[src/rtl/ssp_pkg.sv]
package ssp_pkg;
   typedef enum logic [1:0] {
      ST_IDLE,
      ST_FRAME,
      ST_DATA,
      ST_GAP
   } ssp_state_t;

   typedef enum logic {
      FMT_SEL   = 1'b0,
      FMT_PULSE = 1'b1
   } ssp_fmt_t;
endpackage

[src/rtl/ssp_fifo.sv]
module ssp_fifo #(
   parameter int W     = 32,
   parameter int DEPTH = 16
) (
   input  logic         clk,
   input  logic         rst_n,
   input  logic         push,
   input  logic [W-1:0] wdata,
   input  logic         pop,
   output logic [W-1:0] rdata,
   output logic         full,
   output logic         empty
);
   localparam int AW = $clog2(DEPTH);

   logic [AW:0]  wptr, rptr;
   logic [W-1:0] mem [DEPTH];
   logic         do_wr, do_rd;

   assign full  = (wptr[AW] != rptr[AW]) && (wptr[AW-1:0] == rptr[AW-1:0]);
   assign empty = (wptr == rptr);
   assign do_wr = push && !full;
   assign do_rd = pop && !empty;
   assign rdata = mem[rptr[AW-1:0]];

   always_ff @(posedge clk) begin
      if (!rst_n) begin
         wptr <= '0;
         rptr <= '0;
      end else begin
         if (do_wr) wptr <= wptr + 1'b1;
         if (do_rd) rptr <= rptr + 1'b1;
      end
   end

   for (genvar e = 0; e < DEPTH; e++) begin : g_entry
      always_ff @(posedge clk) begin
         if (do_wr && wptr[AW-1:0] == AW'(e)) mem[e] <= wdata;
      end
   end
endmodule

[src/rtl/ssp_clkdiv.sv]
module ssp_clkdiv #(
   parameter int DIV_W = 8
) (
   input  logic             clk,
   input  logic             rst_n,
   input  logic             run,
   input  logic [DIV_W-1:0] half,
   output logic             tick
);
   logic [DIV_W-1:0] hcnt;
   logic [DIV_W-1:0] hmax;

   assign hmax = (half == '0) ? '0 : half - 1'b1;
   assign tick = run && (hcnt == hmax);

   always_ff @(posedge clk) begin
      if (!rst_n || !run || tick) hcnt <= '0;
      else                         hcnt <= hcnt + 1'b1;
   end
endmodule

[src/rtl/ssp_engine.sv]
module ssp_engine
   import ssp_pkg::*;
#(
   parameter int DATA_W  = 32,
   parameter int MIN_LEN = 4,
   parameter int LEN_W   = 5
) (
   input  logic              clk,
   input  logic              rst_n,
   input  logic              enable,
   input  logic              fmt,
   input  logic [LEN_W-1:0]  wlen_code,
   input  logic              tick,
   input  logic              tx_empty,
   input  logic [DATA_W-1:0] tx_data,
   input  logic              miso,
   output logic              tx_pop,
   output logic              rx_push,
   output logic [DATA_W-1:0] rx_word,
   output logic              run,
   output logic              sclk,
   output logic              ssel_n,
   output logic              tframe,
   output logic              mosi
);
   localparam logic [LEN_W-1:0] MIN_CODE = LEN_W'(MIN_LEN - 1);

   ssp_state_t        st;
   ssp_fmt_t          fmt_q;
   logic              ph;
   logic [LEN_W-1:0]  bcnt;
   logic [LEN_W-1:0]  code_eff;
   logic [DATA_W-1:0] tx_q;
   logic [DATA_W-1:0] rx_sr;

   assign code_eff = (wlen_code < MIN_CODE) ? MIN_CODE : wlen_code;
   assign tx_pop   = (st == ST_IDLE) && enable && !tx_empty;
   assign run      = (st != ST_IDLE);
   assign rx_push  = tick && ph && (st == ST_DATA) && (bcnt == '0);
   assign rx_word  = rx_sr;

   assign sclk   = ph;
   assign ssel_n = !((st == ST_DATA) && (fmt_q == FMT_SEL));
   assign tframe = (st == ST_FRAME);
   assign mosi   = (st == ST_DATA) ? tx_q[bcnt] : 1'b0;

   always_ff @(posedge clk) begin
      if (!rst_n) begin
         st    <= ST_IDLE;
         fmt_q <= FMT_SEL;
         ph    <= 1'b0;
         bcnt  <= '0;
         tx_q  <= '0;
         rx_sr <= '0;
      end else if (st == ST_IDLE) begin
         if (tx_pop) begin
            fmt_q <= ssp_fmt_t'(fmt);
            tx_q  <= tx_data;
            rx_sr <= '0;
            bcnt  <= code_eff;
            ph    <= 1'b0;
            st    <= (ssp_fmt_t'(fmt) == FMT_PULSE) ? ST_FRAME : ST_DATA;
         end
      end else if (tick) begin
         if (!ph) begin
            ph <= 1'b1;
            if (st == ST_DATA) rx_sr <= {rx_sr[DATA_W-2:0], miso};
         end else begin
            ph <= 1'b0;
            case (st)
               ST_FRAME: st <= ST_DATA;
               ST_DATA: begin
                  if (bcnt == '0) st <= (fmt_q == FMT_PULSE) ? ST_IDLE : ST_GAP;
                  else            bcnt <= bcnt - 1'b1;
               end
               default: st <= ST_IDLE;
            endcase
         end
      end
   end
endmodule

[src/rtl/ssp_top.sv]
module ssp_top #(
   parameter int DATA_W     = 32,
   parameter int FIFO_DEPTH = 16,
   parameter int DIV_W      = 8,
   parameter int MIN_LEN    = 4,
   parameter int LEN_W      = $clog2(DATA_W)
) (
   input  logic              clk,
   input  logic              rst_n,
   input  logic              enable,
   input  logic              cfg_fmt,
   input  logic [LEN_W-1:0]  cfg_wlen_m1,
   input  logic [DIV_W-1:0]  cfg_half,
   input  logic              wr_en,
   input  logic [DATA_W-1:0] wr_data,
   input  logic              rd_en,
   output logic [DATA_W-1:0] rd_data,
   output logic              tx_full,
   output logic              tx_empty,
   output logic              rx_full,
   output logic              rx_avail,
   output logic              tx_ovf,
   output logic              rx_ovr,
   output logic              sclk,
   output logic              ssel_n,
   output logic              tframe,
   output logic              mosi,
   input  logic              miso
);
   if (DATA_W < MIN_LEN || (1 << LEN_W) != DATA_W) begin : g_bad_width
      $error("ssp_top: DATA_W must be a power of two not below MIN_LEN");
   end
   if (FIFO_DEPTH < 2 || (FIFO_DEPTH & (FIFO_DEPTH - 1)) != 0) begin : g_bad_depth
      $error("ssp_top: FIFO_DEPTH must be a power of two of at least 2");
   end
   if (MIN_LEN < 2) begin : g_bad_min
      $error("ssp_top: MIN_LEN must be at least 2");
   end

   logic              tick, run;
   logic              tx_pop, rx_push, rx_empty;
   logic [DATA_W-1:0] tx_head, rx_word;

   ssp_fifo #(.W(DATA_W), .DEPTH(FIFO_DEPTH)) u_txq (
      .clk(clk), .rst_n(rst_n), .push(wr_en), .wdata(wr_data),
      .pop(tx_pop), .rdata(tx_head), .full(tx_full), .empty(tx_empty)
   );

   ssp_fifo #(.W(DATA_W), .DEPTH(FIFO_DEPTH)) u_rxq (
      .clk(clk), .rst_n(rst_n), .push(rx_push), .wdata(rx_word),
      .pop(rd_en), .rdata(rd_data), .full(rx_full), .empty(rx_empty)
   );

   ssp_clkdiv #(.DIV_W(DIV_W)) u_div (
      .clk(clk), .rst_n(rst_n), .run(run), .half(cfg_half), .tick(tick)
   );

   ssp_engine #(.DATA_W(DATA_W), .MIN_LEN(MIN_LEN), .LEN_W(LEN_W)) u_eng (
      .clk(clk), .rst_n(rst_n), .enable(enable), .fmt(cfg_fmt),
      .wlen_code(cfg_wlen_m1), .tick(tick), .tx_empty(tx_empty),
      .tx_data(tx_head), .miso(miso), .tx_pop(tx_pop), .rx_push(rx_push),
      .rx_word(rx_word), .run(run), .sclk(sclk), .ssel_n(ssel_n),
      .tframe(tframe), .mosi(mosi)
   );

   assign rx_avail = !rx_empty;

   always_ff @(posedge clk) begin
      if (!rst_n) begin
         tx_ovf <= 1'b0;
         rx_ovr <= 1'b0;
      end else begin
         if (wr_en && tx_full)   tx_ovf <= 1'b1;
         if (rx_push && rx_full) rx_ovr <= 1'b1;
      end
   end
endmodule

[config.mk]
export PLATFORM = sky130hd
export DESIGN_NAME = ssp_top
export DESIGN_NICKNAME = d
export VERILOG_FILES = /design/src/rtl/ssp_pkg.sv /design/src/rtl/ssp_fifo.sv /design/src/rtl/ssp_clkdiv.sv /design/src/rtl/ssp_engine.sv /design/src/rtl/ssp_top.sv
export SDC_FILE = /design/constraint.sdc
export NUM_CORES = 1
export LEC_CHECK = 0
export BUFFER_PORTS_ARGS = -buffer_cell sky130_fd_sc_hd__buf_2
export CORE_ASPECT_RATIO = 0.8
export CORE_UTILIZATION = 35
export DETAILED_ROUTE_END_ITERATION = 8
export REMOVE_ABC_BUFFERS = 1
export SYNTH_ARGS = -nofsm -noshare
export SYNTH_HDL_FRONTEND = slang
export SYNTH_SLANG_ARGS = --single-unit
[constraint.sdc]
create_clock -name clk -period 5.33 [get_ports clk]
set_clock_uncertainty 0.15 [all_clocks]
set_input_delay 0.7995 -clock clk [delete_from_list [all_inputs] [get_ports clk]]
set_output_delay 0.7995 -clock clk [all_outputs]
set_load 0.01 [all_outputs]
==> reports/results.md, run 1 <==
| Stage | Metric | Value |
|:---|:---|:---|
| hold path | Hold Crit Endpoint | tx_ovf |
| floorplanning | Initial core utilization | 0.353 |
| setup path | Reg-to-reg setup timing slack | 1.56 ns |
| setup path | CP most frequent cell | sky130_fd_sc_hd__mux4_2 |
| power | Static leakage | 0.0159 µW |
| cts | Number of buffers created by CTS | 112 |
| sta | Post-route setup TNS | 0 ns |
| setup path | Critical Path End Type | output port |
| sta | Count of pins over their slew limit | 0 |
| cts | Latest clock arrival within the worst-skew pair | 0.70 ns |
| yosys | Cell area after synthesis | 0.0435 mm² |
| routing | Starting DRC count in detailed routing | 2,399 |
| cts | Clock tree from TritonCTS | yes |
| power | Share of power burned in combinational logic | 0.083 |
| cells and area | Layout cells sized above 1 | 0.309 |
| sta | Fraction of the cycle the final worst path needs | 0.821 |
| setup path | Crit start category | register |
| cells and area | Number of nets at the end of the flow | 2,248 |
| sta | Worst-case headroom to the max-slew limit | 0.237 |
| sta | Fmax | 229 MHz |
| yosys | Count of state elements after synthesis | 1,131 |
| power | PwrDens | 393 mW/mm² |
| setup path | RR Endpoint | u_txq.mem[11][23] |
| sta | Transition time at the pin with the least slew margin | 1.14 ns |
| routing | Remaining routing DRC violations | 0 |
| routing | Total number of vias | 21,040 |
| sta | Final-report hold violation count | 0 |
| power | Internal power summed over all cells | 15,400 µW |
| setup path | Worst Path Arrival | 3.42 ns |
| cells and area | Total of fill cells in the finished design | 10,667 |
| floorplanning | Die area | 0.126 mm² |
| global routing | Maximum number of pins on one net before global-route repair | 107 |
| floorplanning | IO Pins | 94 |
| power | Flop pwr share | 0.499 |
| cts | Maximum clock path buffer count | 3 |
| placement | Placed wire-length estimate | 60,100 µm |
| sta | Final critical path time including I/O delays and setup | 4.37 ns |
| routing | Drt first pass iters | 6 |
| sta | Final Worst Setup Slack | 0.956 ns |
| cts | Clock transition at the register clock pins on the worst setup and hold paths after CTS | 0.06 ns |
| routing | Wire length after detailed routing | 101,000 µm |
| yosys | Number of warnings reported in the yosys synthesis log | 0 |
| placement | Pre-CTS WS | 0.579 ns |
| sta | Setup repair after global routing missed its margin | false |
| power | Clock Power Share | 0.418 |
| setup path | Worst Path Max Fanout | 10 |
| setup path | Ordered list of cells on the worst path | mux4_2, mux4_2, mux2i_1, nor2b_1, buf_2 |
| routing | Per-cell routed wire length | 25.9 µm |
| yosys | Seq/Total Area, Yosys | 0.757 |
| setup path | Critical path class | reg -> out |
| yosys | Count of distinct cell types in the synthesized netlist | 58 |
| power | Peak supply drop | 468 µV |
| cells and area | Multi-input gate area | 0.0102 mm² |
| cts | Number of H-tree branching levels | 3 |
| hold path | Worst min-delay path startpoint | wr_en |
| hold path | Kind of path behind the tightest hold check | in -> reg |
| routing | Via density per instance | 5.38 |
| floorplanning | Die width | 396 µm |
| floorplanning | Area of the core | 0.123 mm² |
| floorplanning | Chip Height | 317 µm |
| hold path | Worst Hold Path Cells | 3 |
| cells and area | Sequential cell area | 0.0329 mm² |
| setup path | Worst reg2reg startpoint | u_txq.rptr[1] |
| yosys | Post-synth EDFFs | 1,024 |
| routing | DRT antenna net count | 0 |
| sta | Final setup fails | 0 |
| cts | Post-CTS Setup Bufs | 0 |
| floorplanning | Count of standard-cell rows | 115 |
| placement | IO Port Bufs | 93 |
| yosys | Async set-reset flop share out of synthesis | 0 |
| setup path | Largest incremental delay on the critical path | 0.82 ns |
| cts | Count of cells resized by post-cts repair | 0 |
| cts | Hold Buf Count CTS | 0 |
| run | Max-cap check violation count | 0 |
| yosys | Number of instances in the synthesized netlist | 2,030 |
| cts | CTS root buf | sky130_fd_sc_hd__clkbuf_16 |
| power | Switching Share | 0.221 |
| placement | Gp weighted congestion | 0.841 |
| global routing | Global-route wire length before repair | 147,000 µm |
| setup path | Slowest stage cell on the critical path | sky130_fd_sc_hd__dfxtp_1 |
| cells and area | Final cell area excluding filler cells | 0.0502 mm² |
| global routing | Global-route total usage across every layer | 0.161 |
| global routing | Total overflow reported by the global router | 0 |
| yosys | Per-instance average area after synthesis | 21.4 µm² |
| global routing | Initial antenna violation count | 12 |
| status | Status | finished, final reports clean |
| cells and area | Growth of design area from synthesis to finish | 15.5% |
| power | Net switching power | 4350 µW |
| placement | Area after detailed placement | 0.0463 mm² |
| cts | TritonCTS Sinks | 1,131 |
| global routing | Via count of the first global-routing pass | 21,283 |
| setup path | Cell depth of the worst flop-to-flop path | 7 |
| setup path | Required time of the critical path | 4.38 ns |
| yosys | Dominant register cell in the synthesized netlist | sky130_fd_sc_hd__edfxtp_1 |
## power by group through the flow
stage | Combinational (µW) | Clock (µW) | Sequential (µW)
after floorplan | 1180 | 0 | 10200
after global placement | 1620 | 0 | 10000
after global routing | 1780 | 8710 | 9850
after CTS | 1660 | 8400 | 9840
final | 1640 | 8230 | 9840
after detailed placement | 1660 | 0 | 10000
## flip-flops by register name, indices dropped and copies added, names as in the netlist, 2 cells and up, named ones only
signal and cells:
u_eng.rx_word 32, u_div.hcnt 8, u_rxq.rptr 5, u_eng.tx_q 32
u_txq.mem 512, u_txq.rptr 5, u_rxq.wptr 5, u_rxq.mem 512
u_eng.st 2, u_txq.wptr 5, u_eng.bcnt 5
## worst max path at each step
stage	slack [ns]	startpoint	endpoint	cells after the start
floorplan	-4.00	u_txq.rptr[0]	u_txq.mem[3][0]	6
global placement	0.70	cfg_half[0]	u_rxq.mem[6][9]	11
detailed placement	0.58	cfg_half[0]	u_rxq.mem[6][16]	11
CTS	0.87	register	rd_data[29]	4
global route	0.80	register	rd_data[18]	4
finish	0.96	u_eng.bcnt[0]	mosi	5
## worst max-delay path, delay by kind of cell, from the launching register on
| kind | cells | cell delay [ns] |
|---|---|---|
| buffers and inverters | 1 | 0.17 |
| DFF | 1 | 0.82 |
| muxes | 3 | 1.62 |
| and+or+nand+nor | 1 | 0.12 |
## cell usage in the layout, fill, tap and decap left out, types with 5 or more instances in the layout
cell,instances
sky130_fd_sc_hd__a21oi_1,42
sky130_fd_sc_hd__a32oi_1,32
sky130_fd_sc_hd__and3_1,5
sky130_fd_sc_hd__and3_2,16
sky130_fd_sc_hd__buf_12,12
sky130_fd_sc_hd__buf_2,93
sky130_fd_sc_hd__buf_4,42
sky130_fd_sc_hd__bufinv_16,17
sky130_fd_sc_hd__clkbuf_1,13
sky130_fd_sc_hd__clkbuf_16,114
sky130_fd_sc_hd__clkbuf_8,8
sky130_fd_sc_hd__clkinv_1,20
sky130_fd_sc_hd__clkinv_2,24
sky130_fd_sc_hd__dfxtp_1,99
sky130_fd_sc_hd__edfxtp_1,1024
sky130_fd_sc_hd__ha_1,18
sky130_fd_sc_hd__inv_1,15
sky130_fd_sc_hd__mux2i_1,7
sky130_fd_sc_hd__mux4_2,330
sky130_fd_sc_hd__nand2_1,91
sky130_fd_sc_hd__nand2b_1,12
sky130_fd_sc_hd__nand3_1,10
sky130_fd_sc_hd__nand4_1,8
sky130_fd_sc_hd__nor2_1,71
sky130_fd_sc_hd__nor2_4,12
sky130_fd_sc_hd__nor2b_1,10
sky130_fd_sc_hd__o21ai_0,8
sky130_fd_sc_hd__xnor2_1,15
sky130_fd_sc_hd__xor2_1,20
## stage by stage
| step | hold WS [ns] | utilization | total power [µW] | cells |
|---|---|---|---|---|
| finish | 0.223 | 0.408 | 19700 | 3913 |
| global route | 0.219 | 0.408 | 20400 | 3912 |
| CTS | 0.163 | 0.408 | 19900 | 3912 |
| detailed placement | 0.296 | 0.376 | 11700 | 3702 |
| global placement | 0.294 | 0.376 | 11600 | 3702 |
| floorplan | 0.283 | - | 11300 | 1917 |
## synthesized netlist by cell type, drive strengths merged (2+ instances only)
cell type,instances,area share
o21ai,9,0.0010
ha,18,0.0052
nor4,6,0.0013
a21oi,42,0.0048
and3,21,0.0030
nor3b,3,0.00052
nor2,83,0.0072
o31ai,2,0.00035
nand4,8,0.0012
nand3,11,0.0014
a21boi,2,0.00035
o41ai,2,0.00040
inv,16,0.0014
xor2,20,0.0040
edfxtp,1024,0.71
and2,3,0.00043
clkbuf,81,0.0070
nor3,8,0.00092
nand2,91,0.0079
or3,2,0.00029
o21a,3,0.00052
or4,3,0.00052
mux2i,7,0.0016
nor2b,10,0.0014
xnor2,15,0.0030
nor4b,3,0.00075
dfxtp,107,0.049
a22oi,2,0.00035
a32oi,32,0.0064
o211ai,3,0.00052
nand2b,12,0.0017
mux4,330,0.17
buf,32,0.0029
## layer usage
metal | vias up | global-route usage | part of all wire
met3 | 141 | 0.0376 | 0.091
met4 | 10 | 0.0366 | 0.016
met2 | 831 | 0.223 | 0.42
met1 | 11295 | 0.254 | 0.47
li1 | 8763 | - | -
met5 | - | 0 | 0.00064
## cells by family after synthesis
group	Yosys count	synth area share
flops	1131	0.757
mux	337	0.173
simple gates	269	0.0298
buf+inv	129	0.0113
compound gates	111	0.0176
xor+xnor	35	0.00705
fa+ha+maj	18	0.00518
## area by class of cell
| cell class | count | area share |
|---|---|---|
| flip-flops and latches | 1131 | 0.655 |
| multi-input cells | 770 | 0.204 |
| clock buffers | 135 | 0.0600 |
| well taps | 1638 | 0.0408 |
| repair buffers | 147 | 0.0203 |
| clock inverters | 75 | 0.0183 |
| inverters | 16 | 0.00122 |
| diodes | 1 | 0.0000498 |
(Power assumes the default switching activity.)
==> run 2, diff against run 1 <==
--- a/config.mk
+++ b/config.mk
@@ -5,6 +5,7 @@
 export SDC_FILE = /design/constraint.sdc
 export NUM_CORES = 1
 export LEC_CHECK = 0
+export ABC_AREA = 1
 export BUFFER_PORTS_ARGS = -buffer_cell sky130_fd_sc_hd__buf_2
 export CORE_ASPECT_RATIO = 0.8
 export CORE_UTILIZATION = 35
==> constraint.sdc (replaced) <==
create_clock -name clk -period 3.7 [get_ports clk]
set_clock_uncertainty 0.15 [all_clocks]
set_input_delay 0.555 -clock clk [delete_from_list [all_inputs] [get_ports clk]]
set_output_delay 0.555 -clock clk [all_outputs]
set_load 0.01 [all_outputs]
==> reports/results.md, run 2 <==
| Stage | Metric | Value | Delta |
|:---|:---|:---|:---|
| status | Status | finished, final reports clean | unchanged |
| yosys | Top-area cell type share of the netlist area | 0.684 | was 0.707 |
| yosys | Cell area after synthesis | 0.0449 mm² | was 0.0435 mm² |
| yosys | Multiplexer share of the synthesized area | 0.0285 | was 0.173 |
| global routing | Global-route wire length before repair | 173,000 µm | was 147,000 µm |
| hold path | Hold Crit Endpoint | u_txq.mem[0][0] | was tx_ovf |
| yosys | Number of warnings reported in the yosys synthesis log | 0 | unchanged |
| routing | Total number of vias | 27,847 | was 21,040 |
| setup path | Worst Path Arrival | 2.72 ns | was 3.42 ns |
| floorplanning | IO Pins | 94 | unchanged |
| global routing | Maximum number of pins on one net before global-route repair | 137 | was 107 |
| routing | Per-cell routed wire length | 22.3 µm | was 25.9 µm |
| cells and area | Growth of design area from synthesis to finish | 14.5% | was 15.5% |
| cts | CTS root buf | sky130_fd_sc_hd__clkbuf_16 | unchanged |
| cells and area | Number of nets at the end of the flow | 3,535 | was 2,248 |
| sta | Final critical path time including I/O delays and setup | 3.43 ns |  |
| placement | Gp weighted congestion | 0.813 | was 0.841 |
| setup path | Worst Path Max Fanout | 50 | was 10 |
| floorplanning | Initial core utilization | 0.353 | about the same |
| global routing | Met3 capacity usage during global routing | 0.0311 | was 0.0376 |
| routing | Wire length after detailed routing | 117,000 µm | was 101,000 µm |
| cts | Number of buffers created by CTS | 110 | was 112 |
| cells and area | Commonest cells after routing, fill and taps aside | sky130_fd_sc_hd__edfxtp_1 (1,024), sky130_fd_sc_hd__o21ai_0 (482), sky130_fd_sc_hd__nor2_1 (317) | was sky130_fd_sc_hd__edfxtp_1 (1,024), sky130_fd_sc_hd__mux4_2 (330), sky130_fd_sc_hd__clkbuf_16 (114) |
| sta | Transition time at the pin with the least slew margin | 1.06 ns | was 1.14 ns |
| cells and area | Most common library cell in the layout ignoring fill and taps | sky130_fd_sc_hd__edfxtp_1 | unchanged |
| routing | Remaining routing DRC violations | 0 | unchanged |
| yosys | Seq/Total Area, Yosys | 0.732 | was 0.757 |
| setup path | Cell depth of the worst flop-to-flop path | 10 | was 7 |
| sta | Post-route setup TNS | 0 ns | unchanged |
| yosys | Count of state elements after synthesis | 1,131 | unchanged |
| cells and area | Final cell area excluding filler cells | 0.0514 mm² | was 0.0502 mm² |
| routing | DRT antenna net count | 0 | unchanged |
| cts | Clock tree from TritonCTS | yes | unchanged |
| run | Max-cap check violation count | 0 | unchanged |
| global routing | Total overflow reported by the global router | 0 | unchanged |
| yosys | Async set-reset flop share out of synthesis | 0 | unchanged |
| setup path | Reg-to-reg setup timing slack | 0.66 ns | was 1.56 ns |
| sta | Final Worst Setup Slack | 0.274 ns | was 0.956 ns |
| yosys | Top cell type by total area after synthesis | sky130_fd_sc_hd__edfxtp_1 | unchanged |
| power | PwrDens | 604 mW/mm² | was 393 mW/mm² |
| setup path | Crit start category | register | unchanged |
| power | Final total power | 31,100 µW | was 19,700 µW |
| global routing | Via count of the first global-routing pass | 26,539 | was 21,283 |
| yosys | Number of instances in the synthesized netlist | 3,393 | was 2,030 |
| floorplanning | Die area | 0.130 mm² | was 0.126 mm² |
| yosys | Most numerous cell types in the synthesized netlist | sky130_fd_sc_hd__edfxtp_1 (1,024), sky130_fd_sc_hd__o21ai_0 (482), sky130_fd_sc_hd__nor2_1 (350) | was sky130_fd_sc_hd__edfxtp_1 (1,024), sky130_fd_sc_hd__mux4_2 (330), sky130_fd_sc_hd__dfxtp_1 (107) |
| yosys | Main combinational cell family by area after synthesis | compound AO/OA/AOI/OAI gates | was multiplexers |
| sta | Final setup fails | 0 | unchanged |
| sta | Setup repair after global routing missed its margin | false | unchanged |
| sta | Fmax | 292 MHz |  |
| cells and area | Largest registers | u_rxq.mem: 512 flops, u_txq.mem: 512 flops | unchanged |
| cts | Maximum clock path buffer count | 3 | unchanged |
| sta | Worst-case headroom to the max-slew limit | 0.296 | was 0.237 |
| placement | Placed wire-length estimate | 65,300 µm | was 60,100 µm |
| setup path | Worst reg2reg startpoint | u_eng.st[1] | was u_txq.rptr[1] |
| routing | Via density per instance | 5.32 | was 5.38 |
| global routing | Global-route track usage on met2 | 0.274 | was 0.223 |
| placement | Area after detailed placement | 0.0478 mm² | was 0.0463 mm² |
| yosys | Dominant register cell in the synthesized netlist | sky130_fd_sc_hd__edfxtp_1 | unchanged |
| cells and area | Utilization of the core after routing | 0.404 | was 0.408 |
| floorplanning | Area of the core | 0.127 mm² | was 0.123 mm² |
| global routing | Global-route total usage across every layer | 0.178 | was 0.161 |
| floorplanning | Chip Height | 322 µm | was 317 µm |
| power | Peak supply drop | 557 µV | was 468 µV |
| hold path | Worst min-delay path startpoint | wr_data[0] | was wr_en |
| sta | Final-report hold violation count | 0 | unchanged |
| yosys | Synth Area in Simple Gates | 0.0626 | was 0.0298 |
| yosys | Count of distinct cell types in the synthesized netlist | 46 | was 58 |
| cts | Latest clock arrival within the worst-skew pair | 0.73 ns | was 0.70 ns |
| hold path | Kind of path behind the tightest hold check | in -> reg | unchanged |
| cells and area | Layout cells sized above 1 | 0.117 | was 0.309 |
| cts | Clock transition at the register clock pins on the worst setup and hold paths after CTS | 0.06 ns | about the same |
| setup path | Critical path class | reg -> out | unchanged |
| placement | IO Port Bufs | 93 | unchanged |
| global routing | Initial antenna violation count | 11 | was 12 |
| global routing | Met1 usage in global routing | 0.256 | was 0.254 |
| yosys | Fraction of the mapped netlist area in adder cells | 0.00501 | was 0.00518 |
| yosys | Complex-gate fraction of the synthesized area | 0.132 | was 0.0176 |
| cts | Number of H-tree branching levels | 3 | unchanged |
| sta | Fraction of the cycle the final worst path needs | 0.926 |  |
| yosys | Per-instance average area after synthesis | 13.2 µm² | was 21.4 µm² |
| routing | Starting DRC count in detailed routing | 2,652 | was 2,399 |
| floorplanning | Count of standard-cell rows | 117 | was 115 |
| hold path | Worst Hold Path Cells | 1 | was 3 |
| yosys | Post-synth EDFFs | 1,024 | unchanged |
| sta | Count of pins over their slew limit | 0 | unchanged |
| setup path | RR Endpoint | u_rxq.mem[3][24] | was u_txq.mem[11][23] |
| yosys | Synth Area in XOR/XNOR | 0.00292 | was 0.00705 |
| global routing | Most utilized layer in the global route result | met2 | was met1 |
| setup path | Required time of the critical path | 2.99 ns | was 4.38 ns |
| power | Static leakage | 0.0169 µW | was 0.0159 µW |
| yosys | Most instantiated library cell after synthesis | sky130_fd_sc_hd__edfxtp_1 | unchanged |
| floorplanning | Die width | 403 µm | was 396 µm |
| yosys | Top cells by area, synth | sky130_fd_sc_hd__edfxtp_1 (68%), sky130_fd_sc_hd__o21ai_0 (5.4%), sky130_fd_sc_hd__dfxtp_1 (4.8%) | was sky130_fd_sc_hd__edfxtp_1 (71%), sky130_fd_sc_hd__mux4_2 (17%), sky130_fd_sc_hd__dfxtp_1 (4.9%) |
| routing | Drt first pass iters | 5 | was 6 |
| cts | TritonCTS Sinks | 1,131 | unchanged |
| placement | Pre-CTS WS | 0.166 ns | was 0.579 ns |
| setup path | Critical Path End Type | output port | unchanged |
==> run 2: worst max-delay path, stage by stage (launching register included) <==
cell and delay, ns:
sky130_fd_sc_hd__dfxtp_4 0.60, sky130_fd_sc_hd__buf_12 0.32, sky130_fd_sc_hd__buf_12 0.25, sky130_fd_sc_hd__mux2i_1 0.33, sky130_fd_sc_hd__o211ai_1 0.16, sky130_fd_sc_hd__nand3_1 0.11, sky130_fd_sc_hd__nand2_1 0.06, sky130_fd_sc_hd__buf_2 0.15
==> run 2: cells by family after synthesis <==
logic type | after synthesis
adders and majority gates | 18
DFF | 1131
buffers and inverters | 416
muxes | 128
AOI/OAI and AO/OA | 1023
xor gates and xnor gates | 15
and+or+nand+nor | 662
==> run 2: where the power goes <==
group          switching [µW]  internal (µW)
Combinational            3970           1690
Clock                    4880           6200
Sequential                249          14100
Total                    9090          22000
==> run 2: metrics by stage <==
step,cells,hold slack (ns)
2_1_floorplan,3166,0.288
3_3_place_gp,5014,0.298
3_5_place_dp,5014,0.308
4_1_cts,5227,0.000342
5_1_grt,5232,0.0271
6_report,5233,0.0525
==> run 2: how the worst max path moves through the flow <==
stage / start / end / slack (ns) / cells past startpoint
after floorplan: u_txq.rptr[0] / u_eng.tx_q[0] / -6.69 / 5
after global placement: cfg_half[0] / u_rxq.mem[10][26] / 0.20 / 16
after detailed placement: cfg_half[0] / u_rxq.mem[10][24] / 0.17 / 16
after CTS: register / rd_data[23] / 0.08 / 6
after global routing: u_eng.bcnt[0] / mosi / 0.09 / 9
final: register / rd_data[19] / 0.27 / 7
==> run 2: area by class of cell <==
class                   count  area, µm²
multi-input cells        1846      10600
repair buffers            187       1490
clock buffers             146       2990
well taps                1666       2080
clock inverters            63        583
diodes                      5       12.5
inverters                 189        718
fillers                 11642      75800
flip-flops and latches   1131      32900
==> run 2: timing repair <==
item / CTS / global route
hold buffers: 4 / 0
setup buffers: 0 / 1
hold endpoints to repair: 11 / 0
setup endpoints to repair: 0 / 5
resized for setup: 0 / 1
==> run 2: per-layer routing <==
| layer | vias to the layer above | routed length, µm |
|---|---|---|
| met5 | - | 47 |
| met4 | 8 | 2940 |
| met3 | 175 | 7840 |
| met2 | 921 | 52800 |
| met1 | 13880 | 53100 |
| li1 | 12863 | - |
==> run 3, diff against run 2 <==
--- a/config.mk
+++ b/config.mk
@@ -5,9 +5,10 @@
 export SDC_FILE = /design/constraint.sdc
 export NUM_CORES = 1
 export LEC_CHECK = 0
-export ABC_AREA = 1
+export ABC_AREA = 0
 export BUFFER_PORTS_ARGS = -buffer_cell sky130_fd_sc_hd__buf_2
 export CORE_ASPECT_RATIO = 0.8
+export CORE_MARGIN = 1.5
 export CORE_UTILIZATION = 35
 export DETAILED_ROUTE_END_ITERATION = 8
 export REMOVE_ABC_BUFFERS = 1
==> reports/results.md, run 3 (same netlist as run 1, synthesis figures left out) <==
| Stage | Metric | Value | Delta |
|:---|:---|:---|:---|
| sta | Count of pins over their slew limit | 0 | unchanged |
| placement | Pre-CTS WS | -0.0418 ns | was 0.166 ns |
| routing | Remaining routing DRC violations | 0 | unchanged |
| hold path | Kind of path behind the tightest hold check | in -> reg | unchanged |
| sta | Setup repair after global routing missed its margin | true | was false |
| placement | Gp weighted congestion | 0.832 | was 0.813 |
| global routing | Maximum number of pins on one net before global-route repair | 132 | was 137 |
| setup path | Critical Path End Type | output port | unchanged |
| routing | Per-cell routed wire length | 25.5 µm | was 22.3 µm |
| routing | Via density per instance | 5.29 | was 5.32 |
| cts | Clock transition at the register clock pins on the worst setup and hold paths after CTS | 0.07 ns | was 0.06 ns |
| placement | IO Port Bufs | 93 | unchanged |
| sta | Worst-case headroom to the max-slew limit | 0.380 | was 0.296 |
| setup path | Reg-to-reg setup timing slack | 0.57 ns | was 0.66 ns |
| cells and area | Commonest cells after routing, fill and taps aside | sky130_fd_sc_hd__edfxtp_1 (1,024), sky130_fd_sc_hd__mux4_2 (330), sky130_fd_sc_hd__clkbuf_16 (112) | was sky130_fd_sc_hd__edfxtp_1 (1,024), sky130_fd_sc_hd__o21ai_0 (482), sky130_fd_sc_hd__nor2_1 (317) |
| cts | TritonCTS Sinks | 1,131 | unchanged |
| sta | Post-route setup TNS | 0 ns | unchanged |
| cts | Number of buffers created by CTS | 111 | was 110 |
| run | Max-cap check violation count | 0 | unchanged |
| global routing | Global-route total usage across every layer | 0.162 | was 0.178 |
| cts | Maximum clock path buffer count | 3 | unchanged |
| sta | Final critical path time including I/O delays and setup | 3.62 ns | was 3.43 ns |
| routing | Wire length after detailed routing | 102,000 µm | was 117,000 µm |
| cts | Clock tree from TritonCTS | yes | unchanged |
| sta | Final setup fails | 0 | unchanged |
| floorplanning | IO Pins | 94 | unchanged |
| cells and area | Most common library cell in the layout ignoring fill and taps | sky130_fd_sc_hd__edfxtp_1 | unchanged |
| floorplanning | Count of standard-cell rows | 115 | was 117 |
| cells and area | Growth of design area from synthesis to finish | 17.3% | was 14.5% |
| sta | Final-report hold violation count | 0 | unchanged |
| cells and area | Utilization of the core after routing | 0.415 | was 0.404 |
| floorplanning | Die width | 397 µm | was 403 µm |
| floorplanning | Area of the core | 0.123 mm² | was 0.127 mm² |
| floorplanning | Chip Height | 318 µm | was 322 µm |
| setup path | Required time of the critical path | 2.99 ns | about the same |
| cells and area | Largest registers | u_rxq.mem: 512 flops, u_txq.mem: 512 flops | unchanged |
| setup path | Crit start category | register | unchanged |
| global routing | Total overflow reported by the global router | 0 | unchanged |
| cts | Latest clock arrival within the worst-skew pair | 0.74 ns | was 0.73 ns |
| power | PwrDens | 550 mW/mm² | was 604 mW/mm² |
| power | Static leakage | 0.0163 µW | was 0.0169 µW |
| cts | CTS root buf | sky130_fd_sc_hd__clkbuf_16 | unchanged |
| routing | DRT antenna net count | 0 | unchanged |
| sta | Fmax | 276 MHz | was 292 MHz |
| cts | Number of H-tree branching levels | 3 | unchanged |
| global routing | Via count of the first global-routing pass | 21,940 | was 26,539 |
| sta | Final Worst Setup Slack | 0.0807 ns | was 0.274 ns |
| cells and area | Number of nets at the end of the flow | 2,324 | was 3,535 |
| floorplanning | Die area | 0.126 mm² | was 0.130 mm² |
| setup path | Critical path class | reg -> out | unchanged |
| setup path | Worst Path Max Fanout | 29 | was 50 |
| routing | Total number of vias | 21,120 | was 27,847 |
| routing | Drt first pass iters | 7 | was 5 |
| sta | Transition time at the pin with the least slew margin | 0.928 ns | was 1.06 ns |
| cells and area | Layout cells sized above 1 | 0.321 | was 0.117 |
| placement | Placed wire-length estimate | 62,200 µm | was 65,300 µm |
| status | Status | finished, final reports clean | unchanged |
| sta | Fraction of the cycle the final worst path needs | 0.978 | was 0.926 |
| power | Peak supply drop | 551 µV | was 557 µV |
| global routing | Global-route wire length before repair | 150,000 µm | was 173,000 µm |
| setup path | Worst Path Arrival | 2.91 ns | was 2.72 ns |
| routing | Starting DRC count in detailed routing | 1,902 | was 2,652 |
| global routing | Initial antenna violation count | 10 | was 11 |
| floorplanning | Initial core utilization | 0.353 | about the same |
run 3: changes by cell type in the layout (fill, tap and decap cells not counted), sizes merged, moves of 121 or more:
cell,change
inv,-167
o211ai,-142
mux4,+330
o21ai,-483
a21oi,-167
nor2,-274
mux2i,-121
run 3: worst paths after layout:
path         cells after the start           from                 to
max                              4       register        rd_data[15]
min                              1    wr_data[27]  u_txq.mem[12][27]
max reg2reg                      8  u_txq.wptr[2]   u_txq.mem[9][24]
min reg2reg                      2  u_eng.tx_q[7]      u_eng.tx_q[7]
run 3: final cells by class:
| class | count | area (µm²) |
|---|---|---|
| well taps | 1638 | 2050 |
| clock buffers | 146 | 3010 |
| flip-flops and latches | 1131 | 32900 |
| diodes | 1 | 2.50 |
| fillers | 10599 | 72000 |
| repair buffers | 224 | 2000 |
| clock inverters | 65 | 736 |
| inverters | 16 | 61.3 |
| multi-input cells | 770 | 10200 |
run 3: metal layers:
layer	GRT usage	share of wire	vias to the layer above	wire [µm]
met5	0	0.00036	-	37
met4	0.0435	0.023	6	2300
met3	0.0377	0.072	145	7310
met2	0.248	0.46	748	47100
met1	0.232	0.44	11304	45200
li1	-	-	8917	-
run 3: per-stage QoR:
stage | area [µm²] | total power (µW) | cells | hold WS, ns
3_5_place_dp | 47000 | 16900 | 3758 | 0.301
4_1_cts | 51000 | 28400 | 3990 | 0.000315
6_report | 51000 | 28100 | 3991 | 0.0534
5_1_grt | 51000 | 29000 | 3990 | 0.0208
3_3_place_gp | 47000 | 16900 | 3758 | 0.295
2_1_floorplan | 43000 | 16300 | 1917 | 0.283
run 3: report_power, final:
part	total [µW]	leakage [µW]	switching, µW	internal (µW)
clock	11400	0.00182	4860	6550
combinational	2500	0.00373	1300	1200
sequential	14200	0.0108	162	14000
total	28100	0.0163	6320	21800
run 3: repair_timing:
action | in CTS | in global routing
endpoints found under the setup margin | 5 | 8
hold buffers | 19 | 0
setup buffers | 1 | 0
resized for setup | 6 | 3
cloned | 1 | 0
hold endpoints to repair | 153 | 0
run 3: critical path: stages (launching register included):
cell,delay [ns]
sky130_fd_sc_hd__dfxtp_4,0.46
sky130_fd_sc_hd__buf_16,0.26
sky130_fd_sc_hd__mux4_2,0.63
sky130_fd_sc_hd__mux4_2,0.62
sky130_fd_sc_hd__buf_6,0.17
